`config.mk`:
```
export PLATFORM = sky130hd
export DESIGN_NAME = lbist_engine
export DESIGN_NICKNAME = d
export VERILOG_FILES = /design/src/rtl/lbist_pkg.sv /design/src/rtl/lbist_lfsr.sv /design/src/rtl/lbist_misr.sv /design/src/rtl/lbist_ctrl.sv /design/src/rtl/lbist_engine.sv
export SDC_FILE = /design/constraint.sdc
export NUM_CORES = 1
export LEC_CHECK = 0
export BUFFER_PORTS_ARGS = -buffer_cell sky130_fd_sc_hd__buf_4
export CORE_MARGIN = 2
export CORE_UTILIZATION = 40
export CTS_CLUSTER_DIAMETER = 120
export DETAILED_ROUTE_END_ITERATION = 12
export SYNTH_ARGS = -nofsm -noshare
export SYNTH_HDL_FRONTEND = slang
export SYNTH_SLANG_ARGS = --single-unit
```
`constraint.sdc`:
```
create_clock -name clk_i -period 1.8 [get_ports clk_i]
set_input_delay 0.18 -clock clk_i [delete_from_list [all_inputs] [get_ports clk_i]]
set_output_delay 0.18 -clock clk_i [all_outputs]
set_load 0.01 [all_outputs]
```
`src/rtl/lbist_pkg.sv`:
```
package lbist_pkg;
  typedef enum logic [1:0] {
    ST_IDLE = 2'd0,
    ST_RUN  = 2'd1,
    ST_DONE = 2'd2
  } lbist_state_e;
endpackage

```
`src/rtl/lbist_lfsr.sv`:
```
module lbist_lfsr #(
  parameter int unsigned WIDTH = 3,
  parameter logic [WIDTH-1:0] TAPS = 3'b101,
  parameter logic [WIDTH-1:0] SEED = 3'b001
) (
  input  logic             clk_i,
  input  logic             rst_ni,
  input  logic             load_i,
  input  logic             step_i,
  output logic [WIDTH-1:0] q_o
);
  logic [WIDTH-1:0] q_q, q_nxt;
  logic             top;

  assign top = q_q[WIDTH-1];

  // one-to-many feedback: top stage fans out into tapped stages
  for (genvar i = 0; i < WIDTH; i++) begin : g_stage
    if (i == 0) begin : g_first
      assign q_nxt[i] = top;
    end else begin : g_rest
      assign q_nxt[i] = q_q[i-1] ^ (TAPS[i] & top);
    end
  end

  always_ff @(posedge clk_i or negedge rst_ni) begin
    if (!rst_ni)     q_q <= SEED;
    else if (load_i) q_q <= SEED;
    else if (step_i) q_q <= q_nxt;
  end

  assign q_o = q_q;

  AST_LFSR_NONZERO: assert property (@(posedge clk_i) disable iff (!rst_ni)
    q_q != '0);
  AST_LFSR_SEED_LOAD: assert property (@(posedge clk_i) disable iff (!rst_ni)
    load_i |=> q_q == SEED);
endmodule

```
`src/rtl/lbist_misr.sv`:
```
module lbist_misr #(
  parameter int unsigned WIDTH  = 3,
  parameter int unsigned RESP_W = 3,
  parameter logic [WIDTH-1:0] TAPS = 3'b101
) (
  input  logic              clk_i,
  input  logic              rst_ni,
  input  logic              clr_i,
  input  logic              en_i,
  input  logic [RESP_W-1:0] resp_i,
  output logic [WIDTH-1:0]  sig_o
);
  logic [WIDTH-1:0] s_q, s_nxt;
  logic             top;

  assign top = s_q[WIDTH-1];

  for (genvar i = 0; i < WIDTH; i++) begin : g_stage
    logic shifted;
    if (i == 0) begin : g_first
      assign shifted = top;
    end else begin : g_rest
      assign shifted = s_q[i-1] ^ (TAPS[i] & top);
    end
    // upper stages beyond the response width carry no input XOR
    if (i < RESP_W) begin : g_in
      assign s_nxt[i] = shifted ^ resp_i[i];
    end else begin : g_noin
      assign s_nxt[i] = shifted;
    end
  end

  always_ff @(posedge clk_i or negedge rst_ni) begin
    if (!rst_ni)    s_q <= '0;
    else if (clr_i) s_q <= '0;
    else if (en_i)  s_q <= s_nxt;
  end

  assign sig_o = s_q;

  AST_MISR_CLEAR: assert property (@(posedge clk_i) disable iff (!rst_ni)
    clr_i |=> s_q == '0);
  AST_MISR_FROZEN: assert property (@(posedge clk_i) disable iff (!rst_ni)
    (!clr_i && !en_i) |=> $stable(s_q));
endmodule

```
`src/rtl/lbist_ctrl.sv`:
```
module lbist_ctrl
  import lbist_pkg::*;
#(
  parameter int unsigned WIDTH = 3
) (
  input  logic clk_i,
  input  logic rst_ni,
  input  logic start_i,
  output logic load_o,
  output logic run_o,
  output logic done_o
);
  localparam int unsigned PERIOD = (1 << WIDTH) - 1;
  localparam logic [WIDTH-1:0] LAST = WIDTH'(PERIOD - 1);

  lbist_state_e     state_q, state_d;
  logic [WIDTH-1:0] cnt_q;
  logic             last_cyc;

  assign last_cyc = (cnt_q == LAST);
  assign load_o   = start_i && (state_q != ST_RUN);
  assign run_o    = (state_q == ST_RUN);
  assign done_o   = (state_q == ST_DONE);

  always_comb begin
    state_d = state_q;
    unique case (state_q)
      ST_IDLE: if (start_i) state_d = ST_RUN;
      ST_RUN:  if (last_cyc) state_d = ST_DONE;
      ST_DONE: if (start_i) state_d = ST_RUN;
      default: state_d = ST_IDLE;
    endcase
  end

  always_ff @(posedge clk_i or negedge rst_ni) begin
    if (!rst_ni) begin
      state_q <= ST_IDLE;
      cnt_q   <= '0;
    end else begin
      state_q <= state_d;
      if (load_o)     cnt_q <= '0;
      else if (run_o) cnt_q <= cnt_q + 1'b1;
    end
  end

  AST_RUN_COUNT_BOUND: assert property (@(posedge clk_i) disable iff (!rst_ni)
    run_o |-> cnt_q <= LAST);
  AST_DONE_HELD: assert property (@(posedge clk_i) disable iff (!rst_ni)
    (done_o && !start_i) |=> done_o);
  AST_START_IGNORED: assert property (@(posedge clk_i) disable iff (!rst_ni)
    (run_o && start_i && !last_cyc) |=> (run_o && cnt_q != '0));
endmodule

```
`src/rtl/lbist_engine.sv`:
```
module lbist_engine #(
  parameter int unsigned WIDTH  = 3,
  parameter int unsigned RESP_W = 3,
  parameter logic [WIDTH-1:0] TAPS   = 3'b101,
  parameter logic [WIDTH-1:0] SEED   = 3'b001,
  parameter logic [WIDTH-1:0] GOLDEN = 3'd7
) (
  input  logic              clk_i,
  input  logic              rst_ni,
  input  logic              start_i,
  output logic [WIDTH-1:0]  pattern_o,
  input  logic [RESP_W-1:0] response_i,
  output logic [WIDTH-1:0]  signature_o,
  output logic              done_o,
  output logic              pass_o
);
  logic load, run, done;

  lbist_ctrl #(.WIDTH(WIDTH)) u_ctrl (
    .clk_i  (clk_i),
    .rst_ni (rst_ni),
    .start_i(start_i),
    .load_o (load),
    .run_o  (run),
    .done_o (done)
  );

  lbist_lfsr #(.WIDTH(WIDTH), .TAPS(TAPS), .SEED(SEED)) u_lfsr (
    .clk_i  (clk_i),
    .rst_ni (rst_ni),
    .load_i (load),
    .step_i (run),
    .q_o    (pattern_o)
  );

  lbist_misr #(.WIDTH(WIDTH), .RESP_W(RESP_W), .TAPS(TAPS)) u_misr (
    .clk_i  (clk_i),
    .rst_ni (rst_ni),
    .clr_i  (load),
    .en_i   (run),
    .resp_i (response_i),
    .sig_o  (signature_o)
  );

  assign done_o = done;
  assign pass_o = done && (signature_o == GOLDEN);

  AST_PASS_NEEDS_DONE: assert property (@(posedge clk_i) disable iff (!rst_ni)
    pass_o |-> done_o);
  AST_DONE_PATTERN_HELD: assert property (@(posedge clk_i) disable iff (!rst_ni)
    (done_o && !start_i) |=> $stable(pattern_o));
endmodule

```
==> flow_results.org <==
** Run status
- The flow ran to the end, and the final reports show no timing, DRC or antenna violations.

** Setup path
- At the worst endpoint, the arrival time is 1.49 ns.
- Buffers & Inverters on Critical Path :: 0
- The critical path is of the reg -> reg type.
- Largest driver fanout on the critical path :: 10
- Traced cell by cell, the critical path runs through nand2b_1, mux2_4.
- Tracing the worst setup path back leads to its startpoint at u_ctrl.state_q[1]$_DFFE_PN0P_.
- Worst Path Required :: 1.95 ns
- Worst path top cell family by delay :: simple AND/OR/NAND/NOR gates
- Crit start category :: flip-flop
- The worst register-to-register path begins at u_ctrl.state_q[1]$_DFFE_PN0P_.
- Slowest cell delay on critical path :: 0.41 ns
- Setup crit end kind :: flip-flop
- For this design, the slowest cell found on the critical path is nand2b_1.

** Power and ir drop
- Clock power share :: 13.3%
- Sw Ratio :: 35.00%
- Leakage power total :: 0.0003387 uW
- Proportion of power drawn by flip-flops and latches :: ~40%
- Combinational cells account for between 40% and 50% of the total power.
- Overall power consumption after layout is estimated at 1272 uW.
- Internal power comes to 826.6 uW.
- Power spread over the standard cell area amounts to ~1800 nW/um2.
- In this run the power spent charging and discharging nets is between 400 and 500 uW.
- IR analysis of the VDD net gives a maximum drop of around 0.8 mV.

** Routing
- Number of nets still failing antenna checks after routing :: 0
- Count of routing violations after the opening detailed-route iteration :: 5
- In the final routed layout, each cell accounts on average for 12.58 um.
- DR pass1 iterations :: 2
- Dividing the detail-routed via count by the number of cells gives 4.813.
- Remaining DRCs :: 0
- After detailed routing, the total wire length is around 1.0 mm.
- Overall via count from detail_route :: 385

** Yosys
- The synthesized design spends more area on one cell type than any other, namely dfrtp_1.
- Cell count after synthesis :: 49
- The number of nets handed over by synthesis was 57.
- Sequential area share after synthesis :: 47.53%
- During synthesis, Yosys emitted a total of 0 warnings.
- Mapped Area :: 581.8 um2
- Post-synthesis area per instance :: ~12 um2
- The top cell type by area accounts for 43.01% of the synthesized area.
- In this run, distinct cell masters in the synthesized netlist total 20.
- Top cells by area in the synthesized netlist :: dfrtp_1 43%, mux2i_1 12%, nand2b_1 8.6%
- Counting flops and latches in the post-synthesis netlist gives 11.

** Timing
- Headroom to the max-slew limit came out at 61.54%.
- Slew of the pin with the lowest slew margin :: just under 0.6 ns
- For the final database, setup skew stands at 0.001744 ns.
- Final setup TNS :: 0 ns
- Min Hold Slack :: around 0.19 ns
- The number of max-slew violations in the final report was 0.
- Shortest period the worst path allows :: 1.334 ns
- Setup violations remaining at the end of the flow were counted as 0.
- RSZ-0062 raised after global routing :: false
- In the finished design, the share of the clock period the worst path needs comes to 74.13%.
- Derived from the worst setup path, the maximum achievable clock frequency is 749.4 MHz.
- Number of hold violations in the final report :: 0

** Clock network
- Total of cells resized after clock tree synthesis :: 0
- At the later pin of the worst-skew pair, clock insertion delay measures 0.26 ns.
- Master cell of the clock root buffer :: clkbuf_4
- After clock tree synthesis, the clock-pin slew on the worst setup and hold paths is approximately 0.07 ns.
- TritonCTS created 3 clock buffers.
- Depth of the CTS H-tree :: 1
- After clock tree synthesis, the setup repair step added 0 buffers.
- Maximum buffer depth of the clock tree :: 2
- TritonCTS built the clock tree.
- Clock sink total :: 11

** Global route
- The number of antenna violations at the first check in global routing came to 0.
- Global-route wire length before repair :: 1.814 mm
- Global routing finished with a remaining overflow of 0.
- Pin count of the biggest net entering global routing :: 12
- Vias in the first global route :: around 380
- GRT Total Usage :: 14.00%

** Finish
- The library cell used most frequently in the layout, excluding fill and tap cells, is buf_4.
- The post-route netlist has 29.23% of its cells at a drive strength greater than 1.
- Post-route cell area :: approximately 720 um2
- The top cell types in the final layout, fill and taps aside, are 13 x buf_4, 10 x dfrtp_1, 8 x nand2b_1.
- Layout overhead on the synthesized area :: 23.66%
- For this run, the post-layout net count is 74.
- The repair_antennas step left the layout with diodes totalling 0.

** Floorplanning
- Die Span Y :: 42.14 um
- The floorplan step defined a core boundary enclosing 1334 um2.
- Overall die area :: roughly 1800 um2
- Effective utilization at floorplan :: 43.62%
- Pin placement for this block handled 14 I/O pins.
- The floorplan has 13 rows.
- Measured along the x axis, the die boundary spans 42.14 um.

** Run
- Max-cap viol count :: 0

** Min path
- HP Start :: start_i
- The min-delay analysis places its worst path in the category in -> reg.

** Placed design
- The HPWL after detailed placement is slightly above 700 um.
- Routability-driven placement finished with a final weighted congestion of just under 0.7.
- # port buffers :: 13
- Cell area after placement :: 683.2 um2
-- power groups by stage --
stage | Sequential (uW) | Combinational [uW] | Clock, uW
6_report | 508 | 595 | 169
5_1_grt | 529 | 665 | 197
4_1_cts | 509 | 605 | 182
3_5_place_dp | 513 | 603 | 0
3_3_place_gp | 510 | 604 | 0
2_1_floorplan | 522 | 419 | 0
-- per-layer routing --
layer,global-route usage [%],share of wire [%]
met5,0,0
met4,9.375,0
met3,5.172,5.3
met2,19.69,46
met1,17.74,49
-- Yosys cell counts --
master and n:
nand2_1 1, inv_1 2, ha_1 2, nor2b_1 1
nand2b_1 8, or2b_1 1, a21oi_1 2, xnor2_1 4
nor2_1 2, nor3b_1 1, buf_6 1, mux2_4 1
dfrtp_1 10, mux2_2 1, o22ai_1 1, nand3_1 1
dfstp_2 1, xnor3_1 1, clkbuf_1 1, mux2i_1 7
-- per-stage QoR --
| step | setup slack, ns | utilization (%) | cells |
|---|---|---|---|
| finish | 0.4656 | 53.94 | 80 |
| global route | 0.4203 | 53.94 | 80 |
| CTS | 0.4664 | 53.94 | 80 |
| detailed placement | 0.4747 | 51.22 | 75 |
| global placement | 0.4818 | 51.22 | 75 |
| floorplan | 0.7227 | - | 49 |
-- final timing paths --
| kind | endpoint | slack, ns | depth (start not counted) |
|---|---|---|---|
| setup / recovery | u_lfsr.q_o[1]$_DFFE_PN0P_ | 0.47 | 2 |
| setup reg to reg | u_lfsr.q_o[1]$_DFFE_PN0P_ | 0.47 | 2 |
| hold reg to reg | u_ctrl.cnt_q[0]$_DFFE_PN0P_ | 0.52 | 1 |
| max in group asynchronous | u_lfsr.q_o[0]$_DFFE_PN1P_ | 1.29 | 2 |
| hold / removal | u_ctrl.state_q[1]$_DFFE_PN0P_ | 0.19 | 2 |
| min in group asynchronous | u_ctrl.state_q[1]$_DFFE_PN0P_ | 0.29 | 2 |
-- cells by family (layout without fill, tap and decap cells) --
group / Yosys count / after routing / share of synthesized area [%]
buffers and inverters: 4 / 20 / 3.871
and+or+nand+nor: 15 / 15 / 15.05
muxes: 9 / 9 / 16.56
adders and majority gates: 2 / 2 / 4.300
xor gates and xnor gates: 5 / 5 / 9.892
AOI/OAI and AO/OA: 3 / 3 / 2.796
DFF: 11 / 11 / 47.53
-- what timing repair did --
item | in CTS | in global routing
endpoints found under the setup margin | 0 | 0
hold buffers | 1 | 0
hold endpoints to repair | 11 | 0
-- layout make-up --
cell class / instances / area [um2]
Fill cell: 129 / 614.3
Multi-Input combinational cell: 34 / 282.8
Sequential cell: 11 / 276.5
Timing Repair Buffer: 14 / 107.6
Clock buffer: 4 / 26.28
Tap cell: 15 / 18.77
Inverter: 2 / 7.507
-- state kept, by name, indices dropped and copies added, names as in the netlist --
signal	cells
u_ctrl.state_q	2
u_lfsr.q_o	3
u_misr.sig_o	3
u_ctrl.cnt_q	3
No activity file was read; power rests on OpenSTA's default activity.
